File: src/rtl/cop_cfg_pkg.sv
// Package: shared widths, register numbers and field constants for the
// configuration/diagnostic register bank. Assumes a 32-bit data path.
package cop_cfg_pkg;
    localparam int DATA_W     = 32;
    localparam int ADDR_W     = 5;
    localparam int RATIO_W    = 3;
    localparam int WBPAT_W    = 4;
    localparam int KSEG_W     = 3;
    localparam int DIAG_W     = 8;
    localparam int LL_ZERO_W  = 3;

    localparam logic [ADDR_W-1:0] REG_CFG  = ADDR_W'(16);
    localparam logic [ADDR_W-1:0] REG_LL   = ADDR_W'(17);
    localparam logic [ADDR_W-1:0] REG_DIAG = ADDR_W'(26);

    // constant bits of the configuration word and where they live
    localparam logic [DATA_W-1:0] CFG_CONST_VAL  = 32'h0006_6460;
    localparam logic [DATA_W-1:0] CFG_CONST_MASK = 32'h80FF_7FF0;

    localparam logic [KSEG_W-1:0] KSEG_RESET = 3'b010;

    // mask applied to a captured load-linked address
    localparam logic [DATA_W-1:0] LL_CAP_MASK = {{LL_ZERO_W{1'b0}}, {(DATA_W-LL_ZERO_W){1'b1}}};
endpackage

File: src/rtl/cop_cfg_word.sv
// Module: configuration word. Holds strap-sampled read-only fields, three
// software-writable fields and the constant bits, and assembles the word.
// Assumes wr_en is already decoded for this register by the parent.
module cop_cfg_word
    import cop_cfg_pkg::*;
(
    input  logic                clk,
    input  logic                rst_n,
    input  logic [RATIO_W-1:0]  strap_ratio,
    input  logic [WBPAT_W-1:0]  strap_wbpat,
    input  logic                strap_big_end,
    input  logic                wr_en,
    input  logic                wr_big_end,
    input  logic                wr_spare,
    input  logic [KSEG_W-1:0]   wr_kseg,
    output logic [DATA_W-1:0]   word
);
    logic [RATIO_W-1:0] ratio_q;
    logic [WBPAT_W-1:0] wbpat_q;
    logic               big_end_q;
    logic               spare_q;
    logic [KSEG_W-1:0]  kseg_q;

    // sample straps during reset, hold them afterwards
    always_ff @(posedge clk) begin
        if (!rst_n) begin
            ratio_q <= strap_ratio;
            wbpat_q <= strap_wbpat;
        end
    end

    // software-writable fields with their reset values
    always_ff @(posedge clk) begin
        if (!rst_n) begin
            big_end_q <= strap_big_end;
            spare_q   <= 1'b0;
            kseg_q    <= KSEG_RESET;
        end else if (wr_en) begin
            big_end_q <= wr_big_end;
            spare_q   <= wr_spare;
            kseg_q    <= wr_kseg;
        end
    end

    // assemble the readable word from constants and fields
    always_comb begin
        word        = CFG_CONST_VAL;
        word[30:28] = ratio_q;
        word[27:24] = wbpat_q;
        word[15]    = big_end_q;
        word[3]     = spare_q;
        word[2:0]   = kseg_q;
    end

    p_ro_stable_r2: assert property (@(posedge clk) disable iff (!rst_n)
        $past(rst_n) |-> ($stable(ratio_q) && $stable(wbpat_q)));

    p_kseg_write_r3: assert property (@(posedge clk) disable iff (!rst_n)
        wr_en |=> (kseg_q == $past(wr_kseg) && big_end_q == $past(wr_big_end)));

    p_kseg_hold_r3: assert property (@(posedge clk) disable iff (!rst_n)
        (!wr_en && $past(rst_n)) |=> $stable(kseg_q));
endmodule

File: src/rtl/cop_ll_addr.sv
// Module: load-linked address register. Two writers: a hardware capture
// (upper bits forced to zero) and a full-width software write. Capture wins.
module cop_ll_addr
    import cop_cfg_pkg::*;
(
    input  logic              clk,
    input  logic              rst_n,
    input  logic              capture,
    input  logic [DATA_W-1:0] cap_paddr,
    input  logic              wr_en,
    input  logic [DATA_W-1:0] wr_data,
    output logic [DATA_W-1:0] value
);
    logic [DATA_W-1:0] ll_q;

    // update from capture first, then software write
    always_ff @(posedge clk) begin
        if (!rst_n)
            ll_q <= '0;
        else if (capture)
            ll_q <= cap_paddr & LL_CAP_MASK;
        else if (wr_en)
            ll_q <= wr_data;
    end

    assign value = ll_q;

    p_cap_top_zero_r5: assert property (@(posedge clk) disable iff (!rst_n)
        capture |=> (ll_q[DATA_W-1 -: LL_ZERO_W] == '0));

    p_cap_wins_r7: assert property (@(posedge clk) disable iff (!rst_n)
        (capture && wr_en) |=> (ll_q[DATA_W-LL_ZERO_W-1:0] == $past(cap_paddr[DATA_W-LL_ZERO_W-1:0])));

    p_sw_full_r6: assert property (@(posedge clk) disable iff (!rst_n)
        (wr_en && !capture) |=> (ll_q == $past(wr_data)));
endmodule

File: src/rtl/cop_diag.sv
// Module: 8-bit diagnostic register, zero-extended on read.
module cop_diag
    import cop_cfg_pkg::*;
(
    input  logic              clk,
    input  logic              rst_n,
    input  logic              wr_en,
    input  logic [DIAG_W-1:0] wr_data,
    output logic [DATA_W-1:0] value
);
    logic [DIAG_W-1:0] diag_q;

    // store the low byte on write
    always_ff @(posedge clk) begin
        if (!rst_n)
            diag_q <= '0;
        else if (wr_en)
            diag_q <= wr_data;
    end

    assign value = {{(DATA_W-DIAG_W){1'b0}}, diag_q};

    p_diag_write_r8: assert property (@(posedge clk) disable iff (!rst_n)
        wr_en |=> (value[DIAG_W-1:0] == $past(wr_data)));
endmodule

File: src/rtl/cop_cfg_regs.sv
// Module: top of the register bank. Decodes the register number for writes,
// drives the three registers and multiplexes read data combinationally.
// Assumes strap pins are stable while reset is held.
module cop_cfg_regs
    import cop_cfg_pkg::*;
(
    input  logic                clk,
    input  logic                rst_n,
    input  logic [2:0]          strap_ratio,
    input  logic [3:0]          strap_wbpat,
    input  logic                strap_big_end,
    input  logic                reg_wr_en,
    input  logic [4:0]          reg_addr,
    input  logic [31:0]         reg_wdata,
    output logic [31:0]         reg_rdata,
    input  logic                ll_capture,
    input  logic [31:0]         ll_paddr
);
    logic              hit_cfg, hit_ll, hit_diag;
    logic [DATA_W-1:0] cfg_word, ll_word, diag_word;

    // register number decode
    always_comb begin
        hit_cfg  = (reg_addr == REG_CFG);
        hit_ll   = (reg_addr == REG_LL);
        hit_diag = (reg_addr == REG_DIAG);
    end

    cop_cfg_word u_cfg (
        .clk           (clk),
        .rst_n         (rst_n),
        .strap_ratio   (strap_ratio),
        .strap_wbpat   (strap_wbpat),
        .strap_big_end (strap_big_end),
        .wr_en         (reg_wr_en && hit_cfg),
        .wr_big_end    (reg_wdata[15]),
        .wr_spare      (reg_wdata[3]),
        .wr_kseg       (reg_wdata[2:0]),
        .word          (cfg_word)
    );

    cop_ll_addr u_ll (
        .clk       (clk),
        .rst_n     (rst_n),
        .capture   (ll_capture),
        .cap_paddr (ll_paddr),
        .wr_en     (reg_wr_en && hit_ll),
        .wr_data   (reg_wdata),
        .value     (ll_word)
    );

    cop_diag u_diag (
        .clk     (clk),
        .rst_n   (rst_n),
        .wr_en   (reg_wr_en && hit_diag),
        .wr_data (reg_wdata[DIAG_W-1:0]),
        .value   (diag_word)
    );

    // read multiplexer, unmapped numbers read zero
    always_comb begin
        reg_rdata = '0;
        if (hit_cfg)  reg_rdata = cfg_word;
        if (hit_ll)   reg_rdata = ll_word;
        if (hit_diag) reg_rdata = diag_word;
    end

    p_cfg_const_r4: assert property (@(posedge clk) disable iff (!rst_n)
        hit_cfg |-> ((reg_rdata & CFG_CONST_MASK) == CFG_CONST_VAL));

    p_diag_upper_r8: assert property (@(posedge clk) disable iff (!rst_n)
        hit_diag |-> (reg_rdata[31:8] == '0));

    p_unmapped_zero_r9: assert property (@(posedge clk) disable iff (!rst_n)
        !(hit_cfg || hit_ll || hit_diag) |-> (reg_rdata == '0));
endmodule

File: config.mk
export PLATFORM = sky130hd
export DESIGN_NAME = cop_cfg_regs
export DESIGN_NICKNAME = d
export VERILOG_FILES = /design/src/rtl/cop_cfg_pkg.sv /design/src/rtl/cop_cfg_word.sv /design/src/rtl/cop_ll_addr.sv /design/src/rtl/cop_diag.sv /design/src/rtl/cop_cfg_regs.sv
export SDC_FILE = /design/constraint.sdc
export NUM_CORES = 1
export LEC_CHECK = 0
export BUFFER_PORTS_ARGS = -buffer_cell sky130_fd_sc_hd__buf_2
export CORE_MARGIN = 10
export CORE_UTILIZATION = 57
export DETAILED_ROUTE_END_ITERATION = 6
export PLACE_DENSITY = 0.88
export SLEW_MARGIN = 20
export SYNTH_ARGS = -nofsm -noshare
export SYNTH_HDL_FRONTEND = slang
export SYNTH_HIERARCHICAL = 1
export SYNTH_SLANG_ARGS = --single-unit
File: constraint.sdc
create_clock -name clk -period 4.5 [get_ports clk]
set_clock_uncertainty 0.05 [all_clocks]
set_input_delay 0.225 -clock clk [delete_from_list [all_inputs] [get_ports clk]]
set_output_delay 0.225 -clock clk [all_outputs]
set_load 0.02 [all_outputs]
Word-level counts from Yosys, hierarchy flattened

Index checks and enable logic that the tools add are counted.

Bits in registers: 52
Input port bits: 81
Output and inout port bits: 32
Logic and storage cells: 25

Eq/ne operators: 4
Muxes and demuxes: 7
Bitwise logic cells: 1
Reduce and logical (&&, ||, !) cells: 5

Operators by type and width:

| kind                                                   | number |
|---|---|
| 2-to-1 mux 32 bit                                      | 2 |
| 2-to-1 mux 29 bit                                      | 2 |
| 2-to-1 mux 31 bit                                      | 1 |
| equality test 5 bit (second input constant)            | 3 |
| logical AND 1 bit                                      | 3 |
| 2-to-1 mux 1 bit                                       | 2 |
| inequality test 2 x 1 -> 1 bit (second input constant) | 1 |
| nonzero test 2 bit                                     | 1 |
| OR reduction 2 bit                                     | 1 |
| inverter 1 bit                                         | 1 |

Logic depth before layout (Yosys ltp)

Gate-level depths: netlist (run 1).

Depth after elaboration: 4
Depth in mapped cells: 8
Mapped depth without buffers: 4

By module

Netlist (run 1), hierarchy kept.

By module, submodules not included:

| module       | instances | cells an instance | area an instance (um^2) | seq. area each (um^2) |
|---|---|---|---|---|
| cop_ll_addr  | 1         | 139               | 1697.9                  | 640.6 |
| cop_cfg_regs | 1         | 125               | 1118.6                  | 0.0 |
| cop_cfg_word | 1         | 48                | 574.3                   | 320.3 |
| cop_diag     | 1         | 50                | 485.5                   | 160.2 |

Least setup slack after synthesis (run 1)

OpenSTA, ideal clock, no wires.

Path kind: input to register
Start: in reg_addr[3]
End: reg u_ll.ll_q[0] (netlist: u_ll/value[0])
Setup time: 0.116 ns
Arrival time: 1.932 ns
Required time: 4.334 ns
Path slack: 2.402 ns
Stages on the path: 8
Buffers on the path: 4
Cells stage by stage: buf_6 -> or4b_4 -> buf_6 -> nor3_1 -> buf_6 -> buf_12 -> mux2_4 -> o211a_1

Longest elaborated chain between the ends: 3

Ends and longest elaborated chain:

| what                                | RTL line           | RTL |
|---|---|---|
| start, declared                     | cop_cfg_regs.sv:13 | `input logic [4:0] reg_addr,` |
| equality test 5 bit                 | cop_cfg_regs.sv:25 | `hit_ll = (reg_addr == REG_LL);` |
| logical AND 1 bit                   | cop_cfg_regs.sv:47 | `.wr_en (reg_wr_en && hit_ll),` |
| nonzero test 2 bit (no source line) | n/a                |  |
| end signal, assigned                | cop_ll_addr.sv:21  | `ll_q <= cap_paddr & LL_CAP_MASK;` |
| end signal, assigned                | cop_ll_addr.sv:23  | `ll_q <= wr_data;` |
| end, declared                       | cop_ll_addr.sv:14  | `logic [DATA_W-1:0] ll_q;` |

Every way passes these cells.
A chain may end at the register's enable or synchronous reset.

Final worst setup path (run 1)

Start: in reg_addr[0]
End: out reg_rdata[1]

Longest elaborated chain between the ends: 4
Elaborated cells on any way between the ends: 6
Classes of those cells: eq/ne: 3; mux: 3

Ends and longest elaborated chain:

| what                  | RTL line           | RTL |
|---|---|---|
| equality test 5 bit   | cop_cfg_regs.sv:24 | `hit_cfg = (reg_addr == REG_CFG);` |
| 2-to-1 mux 31 bit     | cop_cfg_regs.sv:63 | `if (hit_cfg) reg_rdata = cfg_word;` |
| 2-to-1 mux 32 bit     | cop_cfg_regs.sv:64 | `if (hit_ll) reg_rdata = ll_word;` |
| 2-to-1 mux 32 bit (*) | cop_cfg_regs.sv:65 | `if (hit_diag) reg_rdata = diag_word;` |
| end, declared         | cop_cfg_regs.sv:15 | `output logic [31:0] reg_rdata,` |

Mark *: on every way between the ends. The rest lies on a longest branch, timed or not.

==> results of run 1 <==
==> worst max-delay path: stages <==
cell and delay [ns]:
buf_2 0.79, nand2b_2 0.29, buf_4 0.47, o32ai_2 0.18, buf_2 0.20
==> final timing paths <==
check | end | slack (ns) | depth (start not counted)
worst min-delay path | u_cfg/wbpat_q[3] | 0.04 | 1
worst min register to register | u_cfg/kseg_q[1] | 0.45 | 2
worst max-delay path | reg_rdata[1] | 2.05 | 5
worst max register to register | u_ll/value[25] | 3.52 | 2
==> logic make-up after synthesis <==
| logic type | count (synthesis) | share of synthesized area, % |
|---|---|---|
| AO/OA/AOI/OAI | 61 | 20.53 |
| buffers and inverters | 84 | 15.56 |
| AND/OR/NAND/NOR | 85 | 11.23 |
| other | 3 | 0.2905 |
| flip-flops | 52 | 28.92 |
| multiplexers | 77 | 23.47 |
==> per-layer routing <==
metal,vias up,part of all wire [%]
met5,-,0
met4,0,0.92
met3,10,5.5
met2,69,53
met1,1286,41
li1,1367,-
==> through the flow <==
step	std cells	cell area [um2]	utilization (%)	worst slack, ns
after floorplan	403	4030	-	2.402
after global placement	513	4133	63.63	1.996
after detailed placement	513	4133	63.63	1.960
after CTS	521	4259	65.58	2.037
after global routing	522	4262	65.61	1.942
final	522	4262	65.61	2.050
==> cells in the final DEF, fill, tap and decap left out <==
cell type  count
buf_2        109
mux2i_1       47
conb_1        44
dfxtp_1       44
nand2_1       34
nand2b_1      31
o32ai_2       30
o211a_1       29
mux2_4        27
edfxtp_1       8
nor2b_1        8
clkbuf_8       7
nor2_1         6
buf_4          5
inv_1          3
nand2b_2       2
o32ai_1        2
nor3_2         2
mux2_2         2
diode_2        1
or4b_4         1
nor3_1         1
bufinv_16      1
mux2_1         1
==> sequential cells by signal, indices dropped and copies added (netlist names) <==
register,flops
u_cfg/ratio_q,3
u_cfg/big_end_q,1
u_cfg/wbpat_q,4
u_cfg/kseg_q,3
u_cfg/spare_q,1
u_ll/value,32
u_diag/diag_q,8
==> area by class of cell <==
type / count / area [um2]
flip-flops and latches: 52 / 1121
multi-input cells: 267 / 2321
well taps: 77 / 96.34
repair buffers: 114 / 583.1
fillers: 522 / 2233
inverters: 3 / 11.26
clock inverters: 1 / 30.03
clock buffers: 7 / 96.34
diodes: 1 / 2.502
==> power breakdown <==
group / internal, mW / leakage, nW / total (mW) / switching, mW
Clock: 0.196 / 0.0645 / 0.351 / 0.154
Sequential: 0.497 / 0.441 / 0.509 / 0.0123
Combinational: 0.104 / 1.60 / 0.212 / 0.107
==> flow_summary.ini, run 1 <==
[status]
status = finished, final reports clean

[grt]
grtUsageMet3_pct = 4.184
grt_pass1_vias = 2918
busiest_layer = met2
antenna_found_initial = 1
grt_max_degree = 60
grt_use_met1_pct = 18.56
overflow = 0
grt_usage_pct = 16.98
met2_usage_pct = 31.99
grt_pass1_wl_um = 14310

[pwr]
peakVddDrop_mv = 0.1591
p_leak_nw = 2.102
p_per_area_nw_per_um2 = 251.4
p_total_mw = 1.071

[clocking]
clock_path_buffers = 2
h-tree-depth = 2
cts_root_buf = clkbuf_8
clock_latency_ns = 0.30
cts_sinks = 52
post-cts-setup-buffer-count = 0
cts_tree = built
numCtsBuffers = 5
ctsHoldBuffers = 0
clk_pin_slew_ns = 0.09
cts_resized = 0

[job]
maxCapViolCount = 0

[hold_path]
hold_start = strap_wbpat[3]
min_path_type = primary input to flop

[critical_path]
crit_fanout = 35
path_class = primary input to output pin
worstPathRequired_ns = 4.22
start_kind = primary input
crit_arrival_ns = 2.18
r2r_start = u_ll/value[25]
worstSetupEndpointType = output pin
crit_start = reg_addr[0]

[cells_and_area]
drive_above_1_share_pct = 41.89
syn2layout_area_growth_pct = 9.942
fin_nets = 524

[synthesis]
netlist.top_cell.by_area = dfxtp_1
synth_cells = 362
synth_warnings = 6
synth_area_um2 = 3876
synth.distinct_cells = 23
synthTopCellsByCount = 47 x mux2i_1, 46 x buf_4, 44 x dfxtp_1, 34 x nand2_1, 33 x nand2b_1
synth_top_area_share_pct = 22.72
ys_ff_latch = 52
synth.most_common_cell = mux2i_1
async_flop_share_pct = 0
synth-main-ff-cell = dfxtp_1
ys_top_cells_by_area = dfxtp_1 23%, o32ai_2 13%, mux2i_1 12%, mux2_4 10%, buf_4 8.9%
avgSynthCellArea_um2 = 10.71
ys_seq_area_share_pct = 28.92
synth_edf_count = 8

[place]
dp_hpwl_um = 6520
io_buffers = 109
gp_congestion = 0.7353

[drt]
vias = 2732
drt_iter0_markers = 112
dr.pass1.iters = 4
viasPerCell = 5.234
drc = 0
postRouteAntennaNets = 0
wl_per_cell_um = 17.58
totalWireLength_um = 9179

[timing]
timing.hold.ws_ns = 0.04301
fin_tns_setup_ns = 0
rsz0062_at_grt = false
maxSlewViolCount = 0
fmax_mhz = 408.2
maxSlewHeadroom_pct = 29.26
fin_crit_sh_pct = 54.45
period_minus_slack_ns = 2.450
worst_pin_slew_ns = 1.061
finalSetupViolCount = 0
hold_violations = 0

[floorplanning]
start_util_pct = 59.68
chipWidth_um = 102.5
fp.dieArea_um2 = 10500
floorplan.io_pins = 113
die_y_um = 102.5
core_um2 = 6495
rows = 29
Power figures use the tool's default switching activity.
==> inputs of run 2 (changes only) <==
--- a/config.mk
+++ b/config.mk
@@ -7,9 +7,9 @@
 export LEC_CHECK = 0
 export BUFFER_PORTS_ARGS = -buffer_cell sky130_fd_sc_hd__buf_2
 export CORE_MARGIN = 10
-export CORE_UTILIZATION = 57
+export CORE_UTILIZATION = 53
 export DETAILED_ROUTE_END_ITERATION = 6
-export PLACE_DENSITY = 0.88
+export PLACE_DENSITY = 0.82
 export SLEW_MARGIN = 20
 export SYNTH_ARGS = -nofsm -noshare
 export SYNTH_HDL_FRONTEND = slang
==> constraint.sdc (replaced) <==
create_clock -name clk -period 2.4 [get_ports clk]
set_clock_uncertainty 0.05 [all_clocks]
set_input_delay 0.12 -clock clk [delete_from_list [all_inputs] [get_ports clk]]
set_output_delay 0.12 -clock clk [all_outputs]
set_load 0.02 [all_outputs]
==> run 2 against run 1 <==
Against the previous run:
- first-iteration DRC count decreased by 30%
- combinational power increased by 93%
- clock power increased by 90%
- register-to-register slack worse by 2.1 ns
- via count grew 1.9%
- global-route usage fell by 0.27 points
- sequential share of layout area shrank 0.92 points
- final area is 3.6% higher
- critical path depth did not move
- largest cell class unchanged
- highest routed layer unchanged
==> flow_summary.ini, run 2 (synthesized netlist as in run 1, its figures left out) <==
[clocking]
cts_root_buf = clkbuf_8
numCtsBuffers = 5
cts_tree = built
clock_path_buffers = 2
clk_pin_slew_ns = 0.09
clock_latency_ns = 0.30
h-tree-depth = 2
post-cts-setup-buffer-count = 0
ctsHoldBuffers = 7
cts_sinks = 52
cts_resized = 0

[cells_and_area]
design_area_um2 = 4415
syn2layout_area_growth_pct = 13.91
largest_reg_flops = 32
drive_above_1_share_pct = 41.79
multi_input_area_um2 = 2321
final_common_cell = buf_2
fin_nets = 537
num-fill-cells = 621
most-common-layout-cells = 109 x buf_2, 47 x mux2i_1, 44 x conb_1, 44 x dfxtp_1, 34 x nand2_1
seqCellArea_um2 = 1121
antenna_cells = 0

[drt]
drc = 0
wl_per_cell_um = 16.64
dr.pass1.iters = 4
vias = 2784
totalWireLength_um = 9254
postRouteAntennaNets = 0
drt_iter0_markers = 78
viasPerCell = 5.007

[pwr]
intPower_mw = 1.513
p_sw_mw = 0.5184
p_per_area_nw_per_um2 = 460.0
p_leak_nw = 2.163
power_frac_seq_pct = 47.0
p_total_mw = 2.031
peakVddDrop_mv = 0.2329
p_sw_share_pct = 25.52
clock_power_share_pct = 32.9
combPwrFrac_pct = 20.1

[grt]
grt_pass1_wl_um = 15640
antenna_found_initial = 0
grt_max_degree = 60
overflow = 0
grt_usage_pct = 16.72
grt_pass1_vias = 3118

[timing]
period_minus_slack_ns = 1.743
hold_violations = 0
fmax_mhz = 573.8
worst_pin_slew_ns = 0.6014
maxSlewHeadroom_pct = 59.91
fin_crit_sh_pct = 72.62
setup_slack_ns = 0.6571
finalSetupViolCount = 0
maxSlewViolCount = 0
fin_tns_setup_ns = 0
rsz0062_at_grt = false

[critical_path]
worstPathRequired_ns = 2.23
start_kind = primary input
worstSetupEndpointType = output pin
crit_arrival_ns = 1.57
crit_fanout = 33
r2r_slack_ns = 1.44
path_class = primary input to output pin

[floorplanning]
chipWidth_um = 105.5
floorplan.io_pins = 113
start_util_pct = 54.02
die_y_um = 105.5
rows = 31
fp.dieArea_um2 = 11130
core_um2 = 7176

[place]
place_ws_ns = 0.3891
io_buffers = 109
dpl-instance-area_um2 = 4218
dp_hpwl_um = 6527
gp_congestion = 0.7286

[hold_path]
min_path_type = primary input to flop

[job]
maxCapViolCount = 0

[status]
status = finished, final reports clean
[run 2: changes by cell type in the layout (fill, tap and decap cells not counted)]
| cell | previous run | this run |
|---|---|---|
| buf_4 | 5 | 10 |
| clkbuf_8 | 7 | 5 |
| clkbuf_1 | 0 | 1 |
| diode_2 | 1 | 0 |
| buf_12 | 0 | 1 |
| dlygate4sd3_1 | 0 | 7 |
| clkbuf_16 | 0 | 1 |
[run 2: critical path: stages]
cell and delay [ns]:
buf_2 0.12, or4b_4 0.55, buf_4 0.32, o32ai_1 0.22
buf_2 0.23
[run 2: final cells by class]
class	count	area share, %
clock buffers	7	2.210
clock inverters	1	0.6801
inverters	3	0.2550
multi-input cells	267	52.56
flip-flops and latches	52	25.39
well taps	99	2.805
repair buffers	127	16.10
[run 2: routing by layer]
metal | GRT usage, % | up-vias | share of wire, %
li1 | - | 1390 | -
met1 | 19.42 | 1324 | 42
met2 | 30.49 | 64 | 52
met3 | 3.593 | 6 | 4.2
met4 | 3.965 | 0 | 0.98
met5 | 0 | - | 0
[run 2: power by group through the flow]
| stage | registers [mW] | logic (mW) | clock network, mW |
|---|---|---|---|
| global route | 0.961 | 0.449 | 0.726 |
| finish | 0.954 | 0.409 | 0.668 |
| detailed placement | 0.975 | 0.400 | 0 |
| floorplan | 0.967 | 0.340 | 0 |
| CTS | 0.955 | 0.411 | 0.686 |
| global placement | 0.972 | 0.390 | 0 |
[run 2: path summary, 6_finish.rpt]
check | from | to | depth (start not counted)
min reg2reg | u_cfg/kseg_q[1] | u_cfg/kseg_q[1] | 2
max | reg_addr[1] | reg_rdata[30] | 5
max reg2reg | u_ll/value[7] | u_ll/value[7] | 2
min | reg_wdata[30] | u_ll/value[30] | 3
[run 2: through the flow]
step / utilization [%] / std cells / hold WS, ns
floorplan: - / 403 / 0.1319
global placement: 58.78 / 541 / 0.2484
detailed placement: 58.78 / 541 / 0.2487
CTS: 61.53 / 556 / 0.02106
global route: 61.53 / 556 / 0.02591
finish: 61.53 / 556 / 0.02062
==> inputs of run 3 (changes only) <==
--- a/config.mk
+++ b/config.mk
@@ -7,9 +7,9 @@
 export LEC_CHECK = 0
 export BUFFER_PORTS_ARGS = -buffer_cell sky130_fd_sc_hd__buf_2
 export CORE_MARGIN = 10
-export CORE_UTILIZATION = 53
+export CORE_UTILIZATION = 48
 export DETAILED_ROUTE_END_ITERATION = 6
-export PLACE_DENSITY = 0.82
+export PLACE_DENSITY = 0.79
 export SLEW_MARGIN = 20
 export SYNTH_ARGS = -nofsm -noshare
 export SYNTH_HDL_FRONTEND = slang
==> constraint.sdc (replaced) <==
create_clock -name clk -period 1.4 [get_ports clk]
set_clock_uncertainty 0.05 [all_clocks]
set_input_delay 0.07 -clock clk [delete_from_list [all_inputs] [get_ports clk]]
set_output_delay 0.07 -clock clk [all_outputs]
set_load 0.02 [all_outputs]
==> run 3 against run 2 <==
Against the previous run:
- register-to-register slack got worse by 1.0 ns
- sequential power rose by 72%
- final cell count rose by 4.7%
- setup slack got worse by 0.82 ns
- clock-buffer cell count fell by 1
- the flow now finishes with violations (negative setup slack)
- combinational power rose by 86%
- utilization fell by 1.5 points
- sequential share of layout area fell by 1.5 points
- critical path type is now primary input to flop
==> flow_summary.ini, run 3 (synthesized netlist as in run 1, its figures left out) <==
[drt]
dr.pass1.iters = 4
wl_per_cell_um = 16.45
viasPerCell = 4.966
drt_iter0_markers = 142
postRouteAntennaNets = 0
totalWireLength_um = 9574
drc = 0
vias = 2890

[critical_path]
start_kind = primary input
crit_family = simple AND/OR/NAND/NOR gates
crit_chain = buf_6, or4b_4, nor3_4, buf_4, clkbuf_16, mux2_4, o211a_1
critPathBufInv = 3
cp_slowest_cell = or4b_4
worstSetupEndpointType = flop
path_class = primary input to flop
crit_arrival_ns = 1.72
crit_fanout = 7
worstPathRequired_ns = 1.56
slowest_delay_ns = 0.55

[grt]
overflow = 0
antenna_found_initial = 0
grt_usage_pct = 15.13
grt_max_degree = 60
grt_pass1_wl_um = 14540
grt_pass1_vias = 2951

[clocking]
clock_path_buffers = 2
numCtsBuffers = 5
clk_pin_slew_ns = 0.10
h-tree-depth = 2
clock_latency_ns = 0.31
cts_root_buf = clkbuf_8
cts_tree = built
cts_sinks = 52

[timing]
fin_crit_sh_pct = 111.4
finalSetupViolCount = 66
rsz0062_at_grt = true
period_minus_slack_ns = 1.560
maxSlewViolCount = 0
hold_violations = 0
fmax_mhz = 641.0
setup_slack_ns = -0.1601

[place]
gp_congestion = 0.7518
dp_hpwl_um = 6934
place_ws_ns = -0.5004
io_buffers = 109

[hold_path]
min_path_type = primary input to flop

[cells_and_area]
fin_nets = 560
syn2layout_area_growth_pct = 20.88
drive_above_1_share_pct = 42.92
final_common_cell = buf_2
antenna_cells = 0
final_util_pct = 60.02
largest_reg_flops = 32
num-fill-cells = 643
most-common-layout-cells = 107 x buf_2, 47 x mux2i_1, 44 x conb_1, 44 x dfxtp_1, 34 x nand2_1

[pwr]
power_frac_seq_pct = 48.3
clock_power_share_pct = 29.2
p_leak_nw = 2.288
p_per_area_nw_per_um2 = 721.9
peakVddDrop_mv = 0.3965
intPower_mw = 2.456
p_sw_mw = 0.9268
combPwrFrac_pct = 22.5
p_sw_share_pct = 27.40

[job]
maxCapViolCount = 0

[floorplanning]
core_um2 = 7807
rows = 32
start_util_pct = 49.65
die_y_um = 109.9
fp.dieArea_um2 = 12070
floorplan.io_pins = 113
chipWidth_um = 109.9

[status]
status = finished with violations
violations = negative setup slack
==> run 3: layout make-up <==
class	count	area (um2)	area share, %
timing repair buffer	150	992.2	21.17
clock inverter	2	12.51	0.2670
tap	102	127.6	2.724
multi-input combinational	267	2327	49.67
clock buffer	6	93.84	2.003
sequential	52	1121	23.93
inverter	3	11.26	0.2403
==> run 3: final timing paths <==
kind | start | end | slack, ns | cells after the start
worst min register to register | u_cfg/kseg_q[1] | u_cfg/kseg_q[1] | 0.46 | 2
worst max register to register | u_ll/value[22] | u_ll/value[22] | 0.43 | 2
worst min-delay path | reg_wdata[6] | u_diag/diag_q[6] | 0.01 | 3
worst max-delay path | reg_addr[1] | u_ll/value[1] | -0.16 | 7
==> run 3: layer usage <==
layer | vias up | share of wire, % | GRT usage (%)
li1 | 1441 | - | -
met1 | 1362 | 41 | 16.74
met4 | 0 | 1.0 | 4.554
met5 | - | 0 | 0
met3 | 7 | 5.9 | 3.979
met2 | 80 | 52 | 27.56
==> run 3: power by group through the flow <==
stage | Clock (mW) | Sequential (mW) | Combinational, mW
CTS | 1.02 | 1.64 | 0.755
global placement | 0 | 1.67 | 0.698
global route | 1.07 | 1.64 | 0.824
detailed placement | 0 | 1.67 | 0.713
finish | 0.987 | 1.64 | 0.760
floorplan | 0 | 1.66 | 0.590
==> run 3: worst register-to-register path: cells and delay by family, from the launching register on <==
kind | cells | cell delay, ns
compound gates | 1 | 0.21
flops | 1 | 0.34
mux | 1 | 0.27
==> run 3: repair_timing <==
action | 4_1_cts | 5_1_grt
pin swaps | 0 | 0
gates cloned | 0 | 1
hold buffers | 16 | 0
setup buffers | 0 | 3
endpoints found under the setup margin | 69 | 69
gates resized for setup | 4 | 6
endpoints found under the hold margin | 16 | 0
==> run 3: per-stage QoR <==
stage               hold slack [ns]  setup TNS, ns  total power [mW]  instance area, um2  cells
CTS                        0.009411         -5.170             3.413                4614    578
global route                0.01697         -8.102             3.538                4686    582
finish                      0.01461         -5.137             3.382                4686    582
detailed placement           0.1981         -22.04             2.383                4328    554
global placement             0.1987         -20.72             2.367                4328    554
floorplan                   0.08194         -14.65             2.247                4059    403
